[config.mk]
export PLATFORM = sky130hd
export DESIGN_NAME = dual_capture_unit
export DESIGN_NICKNAME = d
export VERILOG_FILES = /design/src/rtl/cap_pkg.sv /design/src/rtl/cap_timebase.sv /design/src/rtl/cap_sync.sv /design/src/rtl/cap_channel.sv /design/src/rtl/dual_capture_unit.sv
export SDC_FILE = /design/constraint.sdc
export NUM_CORES = 1
export LEC_CHECK = 0
export ABC_AREA = 1
export BUFFER_PORTS_ARGS = -buffer_cell sky130_fd_sc_hd__buf_2
export CORE_MARGIN = 4
export CORE_UTILIZATION = 53
export CTS_CLUSTER_SIZE = 24
export DETAILED_ROUTE_END_ITERATION = 16
export PLACE_DENSITY = 0.75
export SKIP_CTS_REPAIR_TIMING = 1
export SKIP_LAST_GASP = 1
export SLEW_MARGIN = 20
export SYNTH_ARGS = -nofsm -noshare
export SYNTH_HDL_FRONTEND = slang
export SYNTH_SLANG_ARGS = --single-unit
[constraint.sdc]
create_clock -name clk -period 1.9 [get_ports clk]
set_input_delay 0.285 -clock clk [delete_from_list [all_inputs] [get_ports clk]]
set_output_delay 0.285 -clock clk [all_outputs]
set_load 0.02 [all_outputs]
[src/rtl/cap_pkg.sv]
package cap_pkg;

   localparam int unsigned STATUS_ADDR = 0;

   function automatic int unsigned hi_addr(input int unsigned ch);
      return 1 + 2 * ch;
   endfunction

   function automatic int unsigned lo_addr(input int unsigned ch);
      return 2 + 2 * ch;
   endfunction

   // terminal value of the prescale counter for a divider select
   function automatic logic [2:0] div_limit(input logic [1:0] sel);
      case (sel)
         2'd0:    return 3'd1;
         2'd1:    return 3'd3;
         default: return 3'd7;
      endcase
   endfunction

endpackage

[src/rtl/cap_timebase.sv]
module cap_timebase #(
   parameter int CNT_W = 16
) (
   input  logic             clk,
   input  logic             rst_n,
   input  logic [1:0]       div_sel,
   output logic [CNT_W-1:0] count
);
   import cap_pkg::*;

   logic [2:0] pre;
   logic [2:0] lim;

   assign lim = div_limit(div_sel);

   always_ff @(posedge clk or negedge rst_n) begin
      if (!rst_n) begin
         pre   <= '0;
         count <= '0;
      end else if (pre >= lim) begin
         pre   <= '0;
         count <= count + 1'b1;
      end else begin
         pre   <= pre + 1'b1;
      end
   end

   // count never jumps by more than one
   a_r2_count_step: assert property (@(posedge clk) disable iff (!rst_n)
      (count == $past(count)) || (count == $past(count) + 1'b1));

endmodule

[src/rtl/cap_sync.sv]
module cap_sync #(
   parameter int STAGES = 2
) (
   input  logic clk,
   input  logic rst_n,
   input  logic d,
   output logic q
);
   logic [STAGES-1:0] sh;

   generate
      if (STAGES < 2) begin : g_bad_stages
         $error("cap_sync needs at least two stages");
      end
   endgenerate

   always_ff @(posedge clk or negedge rst_n) begin
      if (!rst_n) sh <= '0;
      else        sh <= {sh[STAGES-2:0], d};
   end

   assign q = sh[STAGES-1];

endmodule

[src/rtl/cap_channel.sv]
module cap_channel #(
   parameter int CNT_W       = 16,
   parameter int SYNC_STAGES = 2
) (
   input  logic             clk,
   input  logic             rst_n,
   input  logic             pin,
   input  logic             rise_sel,
   input  logic             halt,
   input  logic             wake,
   input  logic [CNT_W-1:0] count,
   input  logic             msb_rd,
   input  logic             lsb_rd,
   input  logic             lsb_acc,
   input  logic             stat_rd,
   output logic [CNT_W-1:0] cap_val,
   output logic             flag
);
   logic                  pin_s;
   logic                  lvl, prev_lvl, rise_q, sel_chg, ready;
   logic                  hit, take, live_cap, arm, deliver;
   logic                  pend, locked, armed;
   logic [SYNC_STAGES:0]  warm;
   logic [CNT_W-1:0]      stamp, hold_val;

   cap_sync #(.STAGES(SYNC_STAGES)) u_sync (
      .clk   (clk),
      .rst_n (rst_n),
      .d     (pin),
      .q     (pin_s)
   );

   // level normalised so that 1 means "active side of the selected edge"
   assign lvl      = rise_sel ? pin_s : ~pin_s;
   assign sel_chg  = rise_q ^ rise_sel;
   assign ready    = warm[SYNC_STAGES];
   assign hit      = lvl & ~prev_lvl & ~sel_chg & ready;
   assign take     = hit & ~locked;
   assign live_cap = take & ~halt;
   assign arm      = take & halt & ~pend;
   assign deliver  = wake & pend;
   assign stamp    = count + 1'b1;

   always_ff @(posedge clk or negedge rst_n) begin
      if (!rst_n) begin
         warm     <= '0;
         rise_q   <= 1'b0;
         prev_lvl <= 1'b0;
         pend     <= 1'b0;
         locked   <= 1'b0;
         flag     <= 1'b0;
         armed    <= 1'b0;
      end else begin
         warm     <= {warm[SYNC_STAGES-1:0], 1'b1};
         rise_q   <= rise_sel;
         prev_lvl <= lvl;
         if (arm)          pend <= 1'b1;
         else if (deliver) pend <= 1'b0;
         if (msb_rd)       locked <= 1'b1;
         else if (lsb_rd)  locked <= 1'b0;
         if (live_cap || deliver) begin
            flag  <= 1'b1;
            armed <= 1'b0;
         end else if (lsb_acc) begin
            if (armed) flag <= 1'b0;
            armed <= 1'b0;
         end else if (stat_rd && flag) begin
            armed <= 1'b1;
         end
      end
   end

   // capture data is deliberately not reset
   always_ff @(posedge clk) begin
      if (live_cap)     cap_val <= stamp;
      else if (deliver) cap_val <= hold_val;
      if (arm)          hold_val <= stamp;
   end

   // a frozen channel keeps its value
   a_r8_lock_freezes: assert property (@(posedge clk) disable iff (!rst_n)
      (locked && !deliver) |=> $stable(cap_val));

   // a flag only falls on a qualified low-byte access
   a_r5_flag_clear_seq: assert property (@(posedge clk) disable iff (!rst_n)
      $fell(flag) |-> $past(lsb_acc && armed));

   // halted cycles never raise the flag
   a_r10_halt_silent: assert property (@(posedge clk) disable iff (!rst_n)
      halt |=> !$rose(flag));

   // an edge-select change alone never flags
   a_r9_sel_change_quiet: assert property (@(posedge clk) disable iff (!rst_n)
      (sel_chg && !deliver) |=> !$rose(flag));

endmodule

[src/rtl/dual_capture_unit.sv]
module dual_capture_unit #(
   parameter int NCH         = 2,
   parameter int CNT_W       = 16,
   parameter int SYNC_STAGES = 2,
   parameter int AW          = 3
) (
   input  logic             clk,
   input  logic             rst_n,
   input  logic             halt,
   input  logic             int_mask,
   input  logic             irq_en,
   input  logic [1:0]       div_sel,
   input  logic [NCH-1:0]   edge_rise,
   input  logic [NCH-1:0]   cap_pin,
   input  logic [AW-1:0]    bus_addr,
   input  logic             bus_rd,
   input  logic             bus_wr,
   output logic [7:0]       bus_rdata,
   output logic [CNT_W-1:0] count_val,
   output logic             irq
);
   import cap_pkg::*;

   localparam int NADDR = 2 * NCH + 1;

   generate
      if (CNT_W != 16) begin : g_bad_width
         $error("capture width must be two bytes");
      end
      if (NCH < 1 || NCH > 8) begin : g_bad_nch
         $error("channel count must fit the status byte");
      end
      if ((1 << AW) < NADDR) begin : g_bad_aw
         $error("address width too small for the register set");
      end
   endgenerate

   logic               halt_q, wake, stat_rd;
   logic [NCH-1:0]     flags, msb_rd, lsb_rd, lsb_acc;
   logic [CNT_W-1:0]   cap_arr [NCH];

   always_ff @(posedge clk or negedge rst_n) begin
      if (!rst_n) halt_q <= 1'b0;
      else        halt_q <= halt;
   end

   assign wake    = halt_q & ~halt;
   assign stat_rd = bus_rd && (bus_addr == AW'(STATUS_ADDR));

   cap_timebase #(.CNT_W(CNT_W)) u_tb (
      .clk     (clk),
      .rst_n   (rst_n),
      .div_sel (div_sel),
      .count   (count_val)
   );

   generate
      for (genvar c = 0; c < NCH; c++) begin : g_ch
         assign msb_rd[c]  = bus_rd && (bus_addr == AW'(hi_addr(c)));
         assign lsb_rd[c]  = bus_rd && (bus_addr == AW'(lo_addr(c)));
         assign lsb_acc[c] = (bus_rd || bus_wr) && (bus_addr == AW'(lo_addr(c)));

         cap_channel #(.CNT_W(CNT_W), .SYNC_STAGES(SYNC_STAGES)) u_ch (
            .clk      (clk),
            .rst_n    (rst_n),
            .pin      (cap_pin[c]),
            .rise_sel (edge_rise[c]),
            .halt     (halt),
            .wake     (wake),
            .count    (count_val),
            .msb_rd   (msb_rd[c]),
            .lsb_rd   (lsb_rd[c]),
            .lsb_acc  (lsb_acc[c]),
            .stat_rd  (stat_rd),
            .cap_val  (cap_arr[c]),
            .flag     (flags[c])
         );
      end
   endgenerate

   always_comb begin
      bus_rdata = '0;
      if (bus_addr == AW'(STATUS_ADDR)) bus_rdata[NCH-1:0] = flags;
      for (int c = 0; c < NCH; c++) begin
         if (bus_addr == AW'(hi_addr(c))) bus_rdata = cap_arr[c][CNT_W-1 -: 8];
         if (bus_addr == AW'(lo_addr(c))) bus_rdata = cap_arr[c][7:0];
      end
   end

   assign irq = irq_en & ~int_mask & (|flags);

   // request only while enabled and unmasked
   a_r4_irq_gate: assert property (@(posedge clk) disable iff (!rst_n)
      irq |-> (irq_en && !int_mask));

endmodule

# Word-level counts from Yosys, hierarchy flattened
# Index checks and enable logic that the tools add are counted.
[totals]
register_bits = 106
inputBits = 16
word_cells = 126
[classes]
addsub = 2
magnitude_cmp = 1
eq_ne = 5
mux = 33
bitwise = 33
n_reduce_logical = 29
[op_table]
columns = ["cell", "n"]
rows = [
  ["$mux W16", 4],
  ["$mux W8", 4],
  ["$mux W1", 22],
  ["$reduce_bool A2 Y1", 10],
  ["$and A1 B1 Y1", 19],
  ["$add A16 B1 Y16 const B", 1],
  ["$not A1 Y1", 12],
  ["$logic_and A1 B1 Y1", 9],
  ["$eq A3 B2 Y1 const B", 2],
  ["$pmux W3 S2", 1],
  ["$reduce_bool A3 Y1", 2],
  ["$reduce_and A2 Y1", 2],
  ["$add A3 B1 Y3 const B", 1],
  ["$eq A3 B1 Y1 const B", 1],
  ["$eq A3 B3 Y1 const B", 1],
  ["$ge A3 B3 Y1", 1],
  ["$logic_not A3 Y1", 1],
  ["$logic_or A1 B1 Y1", 3],
  ["$mux W3", 1],
  ["$eq A2 B1 Y1 const B", 1],
  ["$logic_not A2 Y1", 1],
  ["$mux W2", 1],
  ["$reduce_or A2 Y1", 1],
  ["$xor A1 B1 Y1", 2],
]

# Logic depth before layout (Yosys ltp)
# Gate-level depths: netlist of the first run.
[depth]
ltp_word = 10
depth_mapped = 9

# By module
# A second synthesis of the first run with hierarchy kept.
[unflattened]
cells_unflattened = 594
hier_area_um2 = 5357.6
[modules_own_cells]
columns = ["module", "n_inst", "cells_each", "area_per_inst_um2", "seq_area_each_um2"]
rows = [
  ["cap_channel", 2, 193, 1923.1, 1186.1],
  ["cap_timebase", 1, 131, 1056.0, 475.5],
  ["dual_capture_unit", 1, 73, 355.3, 25.0],
  ["cap_sync", 2, 2, 50.0, 50.0],
]

# Worst setup path after synthesis of the first run
# Ideal clock, no wire load.
[synth_path]
path_kind = "reg2reg"
startpoint = "reg g_ch[0].u_ch.u_sync.sh[1]"
endpoint = "reg g_ch[0].u_ch.hold_val[0] (enable)"
arrival_time_ps = 1441
slack_ps = 70
stages_incl_launch_ff = 6
n_path_buf = 0
synth_period_minus_slack_ps = 1830
path_cell_list = "dfrtp_1 -> nand2_1 -> nand3_1 -> nor2_1 -> nand2_1 -> nor2_1"
[synth_via]
elab_chain_cells = 8
[synth_rtl]
columns = ["item", "line", "rtl"]
rows = [
  ["from (decl)", "cap_sync.sv:9", "logic [STAGES-1:0] sh;"],
  ["from (signal assigned)", "cap_sync.sv:19", "else sh <= {sh[STAGES-2:0], d};"],
  ["$not A1 Y1", "cap_channel.sv:34", "assign lvl = rise_sel ? pin_s : ~pin_s;"],
  ["$mux W1 *", "cap_channel.sv:34", ""],
  ["$and A1 B1 Y1 * (3 in series)", "cap_channel.sv:37", "assign hit = lvl & ~prev_lvl & ~sel_chg & ready;"],
  ["$and A1 B1 Y1 *", "cap_channel.sv:38", "assign take = hit & ~locked;"],
  ["$and A1 B1 Y1 * (2 in series)", "cap_channel.sv:40", "assign arm = take & halt & ~pend;"],
  ["net g_ch[0].u_ch.arm", "cap_channel.sv:21", "logic hit, take, live_cap, arm, deliver;"],
  ["to (signal assigned)", "cap_channel.sv:77", "if (arm) hold_val <= stamp;"],
  ["to (decl)", "cap_channel.sv:24", "logic [CNT_W-1:0] stamp, hold_val;"],
]
# The timed path passes the listed nets; every way through them passes the cells marked *.
# A chain may end at the register's enable or synchronous reset.

# Worst setup path after layout of the first run
[layout_path]
startpoint = "in bus_addr[2]"
endpoint = "out bus_rdata[1]"
[layout_via]
elab_chain_cells = 6
elab_cells_between_ends = 10
cone_classes = "eq/ne: 4; mux: 5; reduce/logical: 1"
[layout_rtl]
columns = ["item", "line", "rtl"]
rows = [
  ["from (decl)", "dual_capture_unit.sv:15", "input logic [AW-1:0] bus_addr,"],
  ["$logic_not A3 Y1", "dual_capture_unit.sv:83", "if (bus_addr == AW'(STATUS_ADDR)) bus_rdata[NCH-1:0] = flags;"],
  ["$mux W2", "dual_capture_unit.sv:83", ""],
  ["$mux W8", "dual_capture_unit.sv:85", "if (bus_addr == AW'(hi_addr(c))) bus_rdata = cap_arr[c][CNT_W-1 -: 8];"],
  ["$mux W8", "dual_capture_unit.sv:86", "if (bus_addr == AW'(lo_addr(c))) bus_rdata = cap_arr[c][7:0];"],
  ["$mux W8", "dual_capture_unit.sv:85", ""],
  ["$mux W8 *", "dual_capture_unit.sv:86", ""],
  ["to (decl)", "dual_capture_unit.sv:18", "output logic [7:0] bus_rdata,"],
]
# Mark *: on every way between the ends. The rest lies on a longest branch, timed or not.

==> flow_metrics.env, run 1 <==
export IMPL_reg2reg_slack_ns=0.19
export IMPL_wl_mm=8.96
export IMPL_tritoncts="yes"
export IMPL_die_x_um=101
export IMPL_synthXorXnorAreaFrac_pct=2.77
export IMPL_grt_remaining_overflow=0
export IMPL_routed_via_density=5.11
export IMPL_fin_ws_ns=0.179
export IMPL_syn_inst=455
export IMPL_grtUsageTotal_pct=19.1
export IMPL_clock_sinks=103
export IMPL_holdPathEnd="g_ch[1].u_ch.u_sync.sh[0]"
export IMPL_die_area_um2=10100
export IMPL_ant_nets=0
export IMPL_top_layer="met4"
export IMPL_met1Wirelength_mm=4.14
export IMPL_multi_input_area_um2=1510
export IMPL_rsz0062_at_grt="no"
export IMPL_p_leak_uw=0.00233
export IMPL_numCtsBuffers=9
export IMPL_synth_compound_area_share_pct=2.39
export IMPL_n_antenna_cell=0
export IMPL_place_gp_congestion=0.901
export IMPL_die_h_um=101
export IMPL_powerDensity_nw_per_um2=988
export IMPL_clk_pin_slew_ns=0.09
export IMPL_drt_initial_drc_count=170
export IMPL_grt_max_degree=22
export IMPL_irDropWorstVdd_v=0.000610
export IMPL_status="completed"
export IMPL_hp_start="cap_pin[1]"
export IMPL_critPathCaptureType="output port"
export IMPL_fillCellCount=654
export IMPL_critPathLaunchType="input pin"
export IMPL_wl_met3_um=436
export IMPL_period_needed_ns=1.72
export IMPL_r2r_end="g_ch[1].u_ch.cap_val[14]"
export IMPL_synth_adder_area_share_pct=1.10
export IMPL_grt_pass1_wl_mm=15.0
export IMPL_clock_latency_ns=0.36
export IMPL_nets=533
export IMPL_rows=33
export IMPL_dpl_hpwl_mm=6.45
export IMPL_seq_area_um2=2900
export IMPL_synth_avg_cell_area_um2=10.0
export IMPL_place_ws_ns=0.135
export IMPL_critical_path_class="input pin to output port"
export IMPL_hold_class="input pin to flip-flop"
export IMPL_vias=3184
export IMPL_io_pins=41
export IMPL_fin_area_um2=5220
export IMPL_holdPathStages=1
export IMPL_syn_nets=475
export IMPL_syn_to_final_growth_pct=14.6
export IMPL_htreeDepth=3
export IMPL_cp_max_fo=9
export IMPL_synth_simple_gate_area_share_pct=26.6
export IMPL_postLayoutCoreUtil_pct=62.9
export IMPL_setup_viol=0
export IMPL_cts_root_buf="clkbuf_8"
export IMPL_first_global_vias=3143
export IMPL_drv_slew=0
export IMPL_core_um2=8300
export IMPL_ys_seq_elements=103
export IMPL_hold_viol=0
export IMPL_drc_errors=0
export IMPL_reg2reg_depth=8
export IMPL_synth_mux_area_share_pct=0
export IMPL_synth_top_family_by_area="simple AND/OR/NAND/NOR gates"
export IMPL_cap_violations=0
export IMPL_antenna_found_initial=0
export IMPL_placed_cell_area_um2=4970
export IMPL_synth_area_um2=4560
export IMPL_io_buffers=40
export IMPL_critical_path_arrival_ns=1.44
export IMPL_wire_per_inst_um=14.4
export IMPL_start_util_pct=54.9
export IMPL_max_freq_mhz=581
export IMPL_fin_skew_ns=0.00595
export IMPL_required_ns=1.62
export IMPL_synth_cell_type_count=30
export IMPL_drive_gt1_share_pct=18.0
export IMPL_total_power_uw=5160
export IMPL_wl_met2_mm=4.32
export IMPL_clockBufferDepth=2
export IMPL_ys_seq_area_share_pct=63.6
export IMPL_period_share_pct=90.6
export IMPL_yosysWarningCount=0
export IMPL_drtPass1Iterations=4
export IMPL_tns_ns=0
export IMPL_reg2reg_from="u_tb.count[0]"
-- per-layer routing --
metal	vias to the layer above	track usage, %
met2	77	30.7
met4	0	5.80
met3	4	4.01
met1	1507	26.4
met5	-	0
li1	1596	-
-- layout by cell type (no fill, tap or decap), drive strengths merged --
cell type and n:
xor2 6, o21ai 15, inv 32, bufinv 2, nand3 21, nor3 4, edfxtp 64, buf 53
clkinv 1, nand2 203, xnor2 5, and2 2, nand4 12, o21bai 1, a21oi 3, and3 2
dfrtp 39, conb 1, nand3b 4, nor2 30, ha 4, dlygate4sd3 2, clkbuf 9, clkinvlp 2
o31ai 1
-- synthesized netlist by cell type --
library cell | instances | area share, %
a21oi_1 | 3 | 0.33
and2_1 | 2 | 0.27
and3_1 | 2 | 0.27
buf_2 | 7 | 0.77
buf_4 | 1 | 0.16
conb_1 | 1 | 0.082
dfrtp_1 | 39 | 21
edfxtp_1 | 64 | 42
ha_1 | 4 | 1.1
inv_1 | 29 | 2.4
inv_2 | 1 | 0.082
nand2_1 | 196 | 16
nand2_2 | 7 | 0.96
nand3_1 | 21 | 2.3
nand3b_1 | 4 | 0.66
nand4_1 | 12 | 1.6
nor2_1 | 22 | 1.8
nor2_2 | 3 | 0.41
nor2_4 | 5 | 1.2
nor3_1 | 1 | 0.11
nor3_2 | 2 | 0.44
nor3_4 | 1 | 0.36
o21ai_0 | 9 | 0.99
o21ai_1 | 6 | 0.66
o21bai_2 | 1 | 0.25
o31ai_1 | 1 | 0.16
xnor2_1 | 3 | 0.58
xnor2_2 | 2 | 0.71
xor2_1 | 4 | 0.77
xor2_2 | 2 | 0.71
-- critical path: stages --
cell	delay (ns)
buf_2	0.13
inv_1	0.13
nand2_1	0.17
nor2_4	0.26
nand2_1	0.07
and3_1	0.16
nand3_1	0.06
buf_2	0.16
-- state kept, by name, indices dropped and copies added (netlist names) --
name	flops
g_ch.u_ch.locked	2
g_ch.u_ch.hold_val	32
u_tb.count	16
g_ch.u_ch.prev_lvl	2
g_ch.u_ch.pend	2
g_ch.u_ch.cap_val	32
g_ch.u_ch.flag	2
g_ch.u_ch.armed	2
g_ch.u_ch.rise_q	2
halt_q	1
u_tb.pre	3
g_ch.u_ch.warm	3
g_ch.u_ch.u_sync.sh	4
-- cell families (layout without fill, tap and decap cells) --
group | after synthesis | in the layout
other | 1 | 1
flip-flops | 103 | 103
AND/OR/NAND/NOR | 278 | 278
adder cells (fa/ha/maj) | 4 | 4
XOR/XNOR | 11 | 11
buffers and inverters | 38 | 101
AO/OA/AOI/OAI | 20 | 20
-- layout make-up --
type	instances	area share (%)
Sequential cell	103	55.5
Multi-Input combinational cell	314	28.9
Timing Repair Buffer	55	6.57
Tap cell	105	2.52
Clock buffer	9	2.37
Inverter	30	2.16
Clock inverter	7	1.99
-- power by group --
part	internal [µW]	switching (µW)	total, µW
Clock	757	755	1510
Combinational	281	611	892
Sequential	2600	158	2750
-- how the worst max path moves through the flow --
stage | from | endpoint | slack, ns | cells after the start
after floorplan | g_ch[0].u_ch.u_sync.sh[1] | g_ch[0].u_ch.hold_val[0] | 0.07 | 5
final | bus_addr[2] | bus_rdata[1] | 0.18 | 8
after global placement | bus_addr[2] | bus_rdata[5] | 0.20 | 7
after CTS | bus_addr[2] | bus_rdata[6] | 0.13 | 7
after detailed placement | bus_addr[2] | bus_rdata[6] | 0.14 | 7
after global routing | bus_addr[2] | bus_rdata[0] | 0.03 | 8
-- stage by stage --
step / cells / hold slack (ns)
final: 623 / 0.0231
after global routing: 623 / 0.00282
after CTS: 621 / -0.122
after detailed placement: 605 / 0.282
after global placement: 605 / 0.274
after floorplan: 455 / -0.0106
No activity file was read; power rests on OpenSTA's default activity.
==> inputs of run 2 (changes only) <==
CORE_UTILIZATION = 45   (was 53)
PLACE_DENSITY = 0.66   (was 0.75)
==> flow_metrics.env, run 2 (synthesis results as in run 1) <==
export IMPL_critical_path_arrival_ns=1.41
export IMPL_required_ns=1.62
export IMPL_grt_remaining_overflow=0
export IMPL_reg2reg_depth=7
export IMPL_clock_sinks=103
export IMPL_start_util_pct=46.4
export IMPL_vias=3153
export IMPL_syn_to_final_growth_pct=14.6
export IMPL_core_um2=9820
export IMPL_io_pins=41
export IMPL_critPathCaptureType="output port"
export IMPL_rsz0062_at_grt="no"
export IMPL_clockBufferDepth=2
export IMPL_critPathLaunchType="input pin"
export IMPL_worst_pin_slew_ns=0.542
export IMPL_postLayoutCoreUtil_pct=53.2
export IMPL_rows=36
export IMPL_tritoncts="yes"
export IMPL_fin_skew_ns=0.00962
export IMPL_n_antenna_cell=0
export IMPL_drt_initial_drc_count=146
export IMPL_die_h_um=109
export IMPL_antenna_found_initial=0
export IMPL_relSlewSlack_pct=63.8
export IMPL_layout_commonest_cell="nand2_1"
export IMPL_clk_pin_slew_ns=0.10
export IMPL_critical_path_class="input pin to output port"
export IMPL_cp_max_fo=9
export IMPL_drtPass1Iterations=5
export IMPL_hp_start="cap_pin[1]"
export IMPL_powerDensity_nw_per_um2=996
export IMPL_period_share_pct=89.5
export IMPL_drc_errors=0
export IMPL_drive_gt1_share_pct=18.1
export IMPL_drv_slew=0
export IMPL_place_gp_congestion=0.878
export IMPL_holdPathStages=1
export IMPL_cap_violations=0
export IMPL_first_global_vias=3106
export IMPL_grtUsageTotal_pct=16.9
export IMPL_cts_root_buf="clkbuf_8"
export IMPL_r2r_end="g_ch[0].u_ch.cap_val[8]"
export IMPL_fin_ws_ns=0.200
export IMPL_max_freq_mhz=588
export IMPL_die_area_um2=11800
export IMPL_wire_per_inst_um=14.3
export IMPL_grt_pass1_wl_mm=15.5
export IMPL_nets=533
export IMPL_irDropWorstVdd_v=0.000757
export IMPL_reg2reg_from="u_tb.count[1]"
export IMPL_reg2reg_slack_ns=0.30
export IMPL_status="completed"
export IMPL_tns_ns=0
export IMPL_routed_via_density=4.84
export IMPL_htreeDepth=3
export IMPL_clock_latency_ns=0.36
export IMPL_hold_viol=0
export IMPL_layout_common_cells="nand2_1 (196), edfxtp_1 (64), buf_2 (40)"
export IMPL_die_x_um=109
export IMPL_numCtsBuffers=9
export IMPL_io_buffers=40
export IMPL_holdWs_ns=0.0263
export IMPL_wl_mm=9.34
export IMPL_holdPathEnd="g_ch[1].u_ch.u_sync.sh[0]"
export IMPL_place_ws_ns=0.193
export IMPL_p_leak_uw=0.00233
export IMPL_dpl_hpwl_mm=6.71
export IMPL_grt_max_degree=21
export IMPL_reg_top3="g_ch.u_ch.cap_val (32), g_ch.u_ch.hold_val (32), u_tb.count (16)"
export IMPL_hold_class="input pin to flip-flop"
export IMPL_setup_viol=0
export IMPL_ant_nets=0
export IMPL_period_needed_ns=1.70
[run 2: changes by cell type in the layout (fill, tap and decap cells not counted)]
cell	before	now
dlygate4sd3_1	2	1
buf_4	11	14
nor2_4	6	5
buf_12	2	0
nor2_2	2	3
[run 2: cell type report]
type,instances,area (µm²)
Fill cell,915,4600
Sequential cell,103,2900
Multi-Input combinational cell,314,1500
Timing Repair Buffer,55,315
Tap cell,133,166
Clock buffer,9,124
Inverter,30,113
Clock inverter,7,104
[run 2: worst max-delay path by stage]
stage,startpoint,to,slack (ns),depth (start not counted)
6_report,bus_addr[2],bus_rdata[1],0.20,8
4_1_cts,bus_addr[2],bus_rdata[1],0.19,8
5_1_grt,bus_addr[2],bus_rdata[1],0.06,8
2_1_floorplan,g_ch[0].u_ch.u_sync.sh[1],g_ch[0].u_ch.hold_val[0],0.07,5
3_3_place_gp,bus_addr[2],bus_rdata[0],0.27,8
3_5_place_dp,bus_addr[2],bus_rdata[1],0.19,8
[run 2: critical path, stage by stage]
cell and delay, ns:
buf_2 0.12, inv_1 0.12, nand2_1 0.15, nor2_4 0.27
nand2_1 0.08, and3_1 0.17, nand3_1 0.06, buf_2 0.16
[run 2: through the flow]
step / power (µW) / cell area [µm²] / instances
after global routing: 5470 / 5220 / 651
after detailed placement: 3730 / 4980 / 634
after floorplan: 3370 / 4560 / 455
after global placement: 3690 / 4980 / 634
after CTS: 5250 / 5210 / 650
final: 5200 / 5220 / 651
[run 2: metal layers]
metal | track usage, % | vias to the layer above | routed length [µm]
met2 | 27.6 | 72 | 4350
met3 | 2.72 | 14 | 434
met1 | 23.1 | 1469 | 4400
met5 | 0 | - | 0
met4 | 5.77 | 0 | 156
li1 | - | 1598 | -
[run 2: where the power goes]
part	internal (µW)	leakage, µW	switching, µW
logic	291	0.00111	656
clock network	758	0.000108	765
registers	2600	0.00111	138
==> inputs of run 3 (changes only) <==
==> constraint.sdc (replaced) <==
create_clock -name clk -period 1.9 [get_ports clk]
set_input_delay 0.285 -clock clk [delete_from_list [all_inputs] [get_ports clk]]
set_output_delay 0.285 -clock clk [all_outputs]
set_load 0.05 [all_outputs]
==> flow_metrics.env, run 3 (synthesis results as in run 1) <==
export IMPL_tns_ns=0
export IMPL_io_buffers=40
export IMPL_status="completed"
export IMPL_setup_viol=0
export IMPL_io_pins=41
export IMPL_cp_max_fo=7
export IMPL_cts_root_buf="clkbuf_8"
export IMPL_fillCellCount=912
export IMPL_rows=36
export IMPL_p_leak_uw=0.00234
export IMPL_drt_initial_drc_count=187
export IMPL_core_um2=9820
export IMPL_wire_per_inst_um=14.2
export IMPL_hold_viol=0
export IMPL_die_area_um2=11800
export IMPL_irDropWorstVdd_v=0.000937
export IMPL_clockBufferDepth=2
export IMPL_antenna_found_initial=0
export IMPL_layout_commonest_cell="nand2_1"
export IMPL_dpl_hpwl_mm=6.60
export IMPL_place_ws_ns=0.132
export IMPL_first_global_vias=3138
export IMPL_drtPass1Iterations=4
export IMPL_relSlewSlack_pct=66.8
export IMPL_hold_class="input pin to flip-flop"
export IMPL_reg_top3="g_ch.u_ch.cap_val (32), g_ch.u_ch.hold_val (32), u_tb.count (16)"
export IMPL_start_util_pct=46.4
export IMPL_clock_latency_ns=0.37
export IMPL_rsz0062_at_grt="no"
export IMPL_placed_cell_area_um2=5000
export IMPL_numCtsBuffers=9
export IMPL_clock_sinks=103
export IMPL_critPathLaunchType="input pin"
export IMPL_vias=3218
export IMPL_syn_to_final_growth_pct=14.8
export IMPL_grt_remaining_overflow=0
export IMPL_layout_common_cells="nand2_1 (196), edfxtp_1 (64), buf_2 (40)"
export IMPL_tritoncts="yes"
export IMPL_worst_pin_slew_ns=0.496
export IMPL_n_antenna_cell=0
export IMPL_drv_slew=0
export IMPL_htreeDepth=3
export IMPL_required_ns=1.62
export IMPL_die_x_um=109
export IMPL_ant_nets=0
export IMPL_period_needed_ns=1.77
export IMPL_grtUsageTotal_pct=17.0
export IMPL_drc_errors=0
export IMPL_critical_path_arrival_ns=1.49
export IMPL_cap_violations=0
export IMPL_fin_skew_ns=0.0177
export IMPL_place_gp_congestion=0.834
export IMPL_routed_via_density=4.94
export IMPL_drive_gt1_share_pct=18.1
export IMPL_die_h_um=109
export IMPL_powerDensity_nw_per_um2=1020
export IMPL_critPathCaptureType="output port"
export IMPL_period_share_pct=93.2
export IMPL_clk_pin_slew_ns=0.08
export IMPL_critical_path_class="input pin to output port"
export IMPL_max_freq_mhz=565
export IMPL_wl_mm=9.25
export IMPL_fin_ws_ns=0.130
export IMPL_nets=533
export IMPL_fin_area_um2=5230
export IMPL_grt_max_degree=40
export IMPL_grt_pass1_wl_mm=15.2
## run 3: report_power, final
part           internal, µW  leakage (µW)  switching, µW  total (µW)
Combinational           293       0.00112            810        1100
Clock                   756      0.000115            755        1510
Sequential             2600       0.00111            135        2730
Total                  3650       0.00234           1700        5350
## run 3: cell type report
class                      instances  area (µm²)  share of cell area, %
sequential                       103        2900                   55.4
inverter                          30         113                   2.15
tap                              133         166                   3.18
clock inverter                     7         100                   1.91
clock buffer                       9         124                   2.37
multi-input combinational        314        1500                   28.7
timing repair buffer              55         328                   6.27
## run 3: per-stage QoR
stage	hold slack (ns)	instances	total power (µW)	utilization (%)
finish	0.0320	651	5350	53.3
global route	0.0186	651	5620	53.3
CTS	-0.135	650	5390	53.2
detailed placement	0.271	634	3880	50.9
global placement	0.269	634	3840	50.9
floorplan	-0.0106	455	3520	-
## run 3: critical path, cell delays in order
cell,delay (ns)
buf_2,0.13
inv_1,0.06
nand2_1,0.12
nor2_2,0.23
buf_4,0.21
nand2_1,0.07
nand4_1,0.10
buf_2,0.27
## run 3: per-layer routing
layer | global-route usage, % | part of all wire [%]
met1 | 22.6 | 47
met2 | 28.1 | 47
met3 | 2.49 | 4.5
met4 | 6.85 | 1.4
met5 | 0 | 0
## run 3: path summary, 6_finish.rpt
check	start	endpoint	slack, ns	cells after the start
max in group asynchronous	rst_n	g_ch[0].u_ch.u_sync.sh[0]	1.30	3
setup reg to reg	u_tb.count[1]	g_ch[0].u_ch.cap_val[14]	0.27	8
setup / recovery	bus_addr[2]	bus_rdata[7]	0.13	8
hold reg to reg	g_ch[1].u_ch.u_sync.sh[0]	g_ch[1].u_ch.u_sync.sh[1]	0.35	0
min in group asynchronous	rst_n	g_ch[0].u_ch.rise_q	0.41	3
hold / removal	cap_pin[1]	g_ch[1].u_ch.u_sync.sh[0]	0.03	1
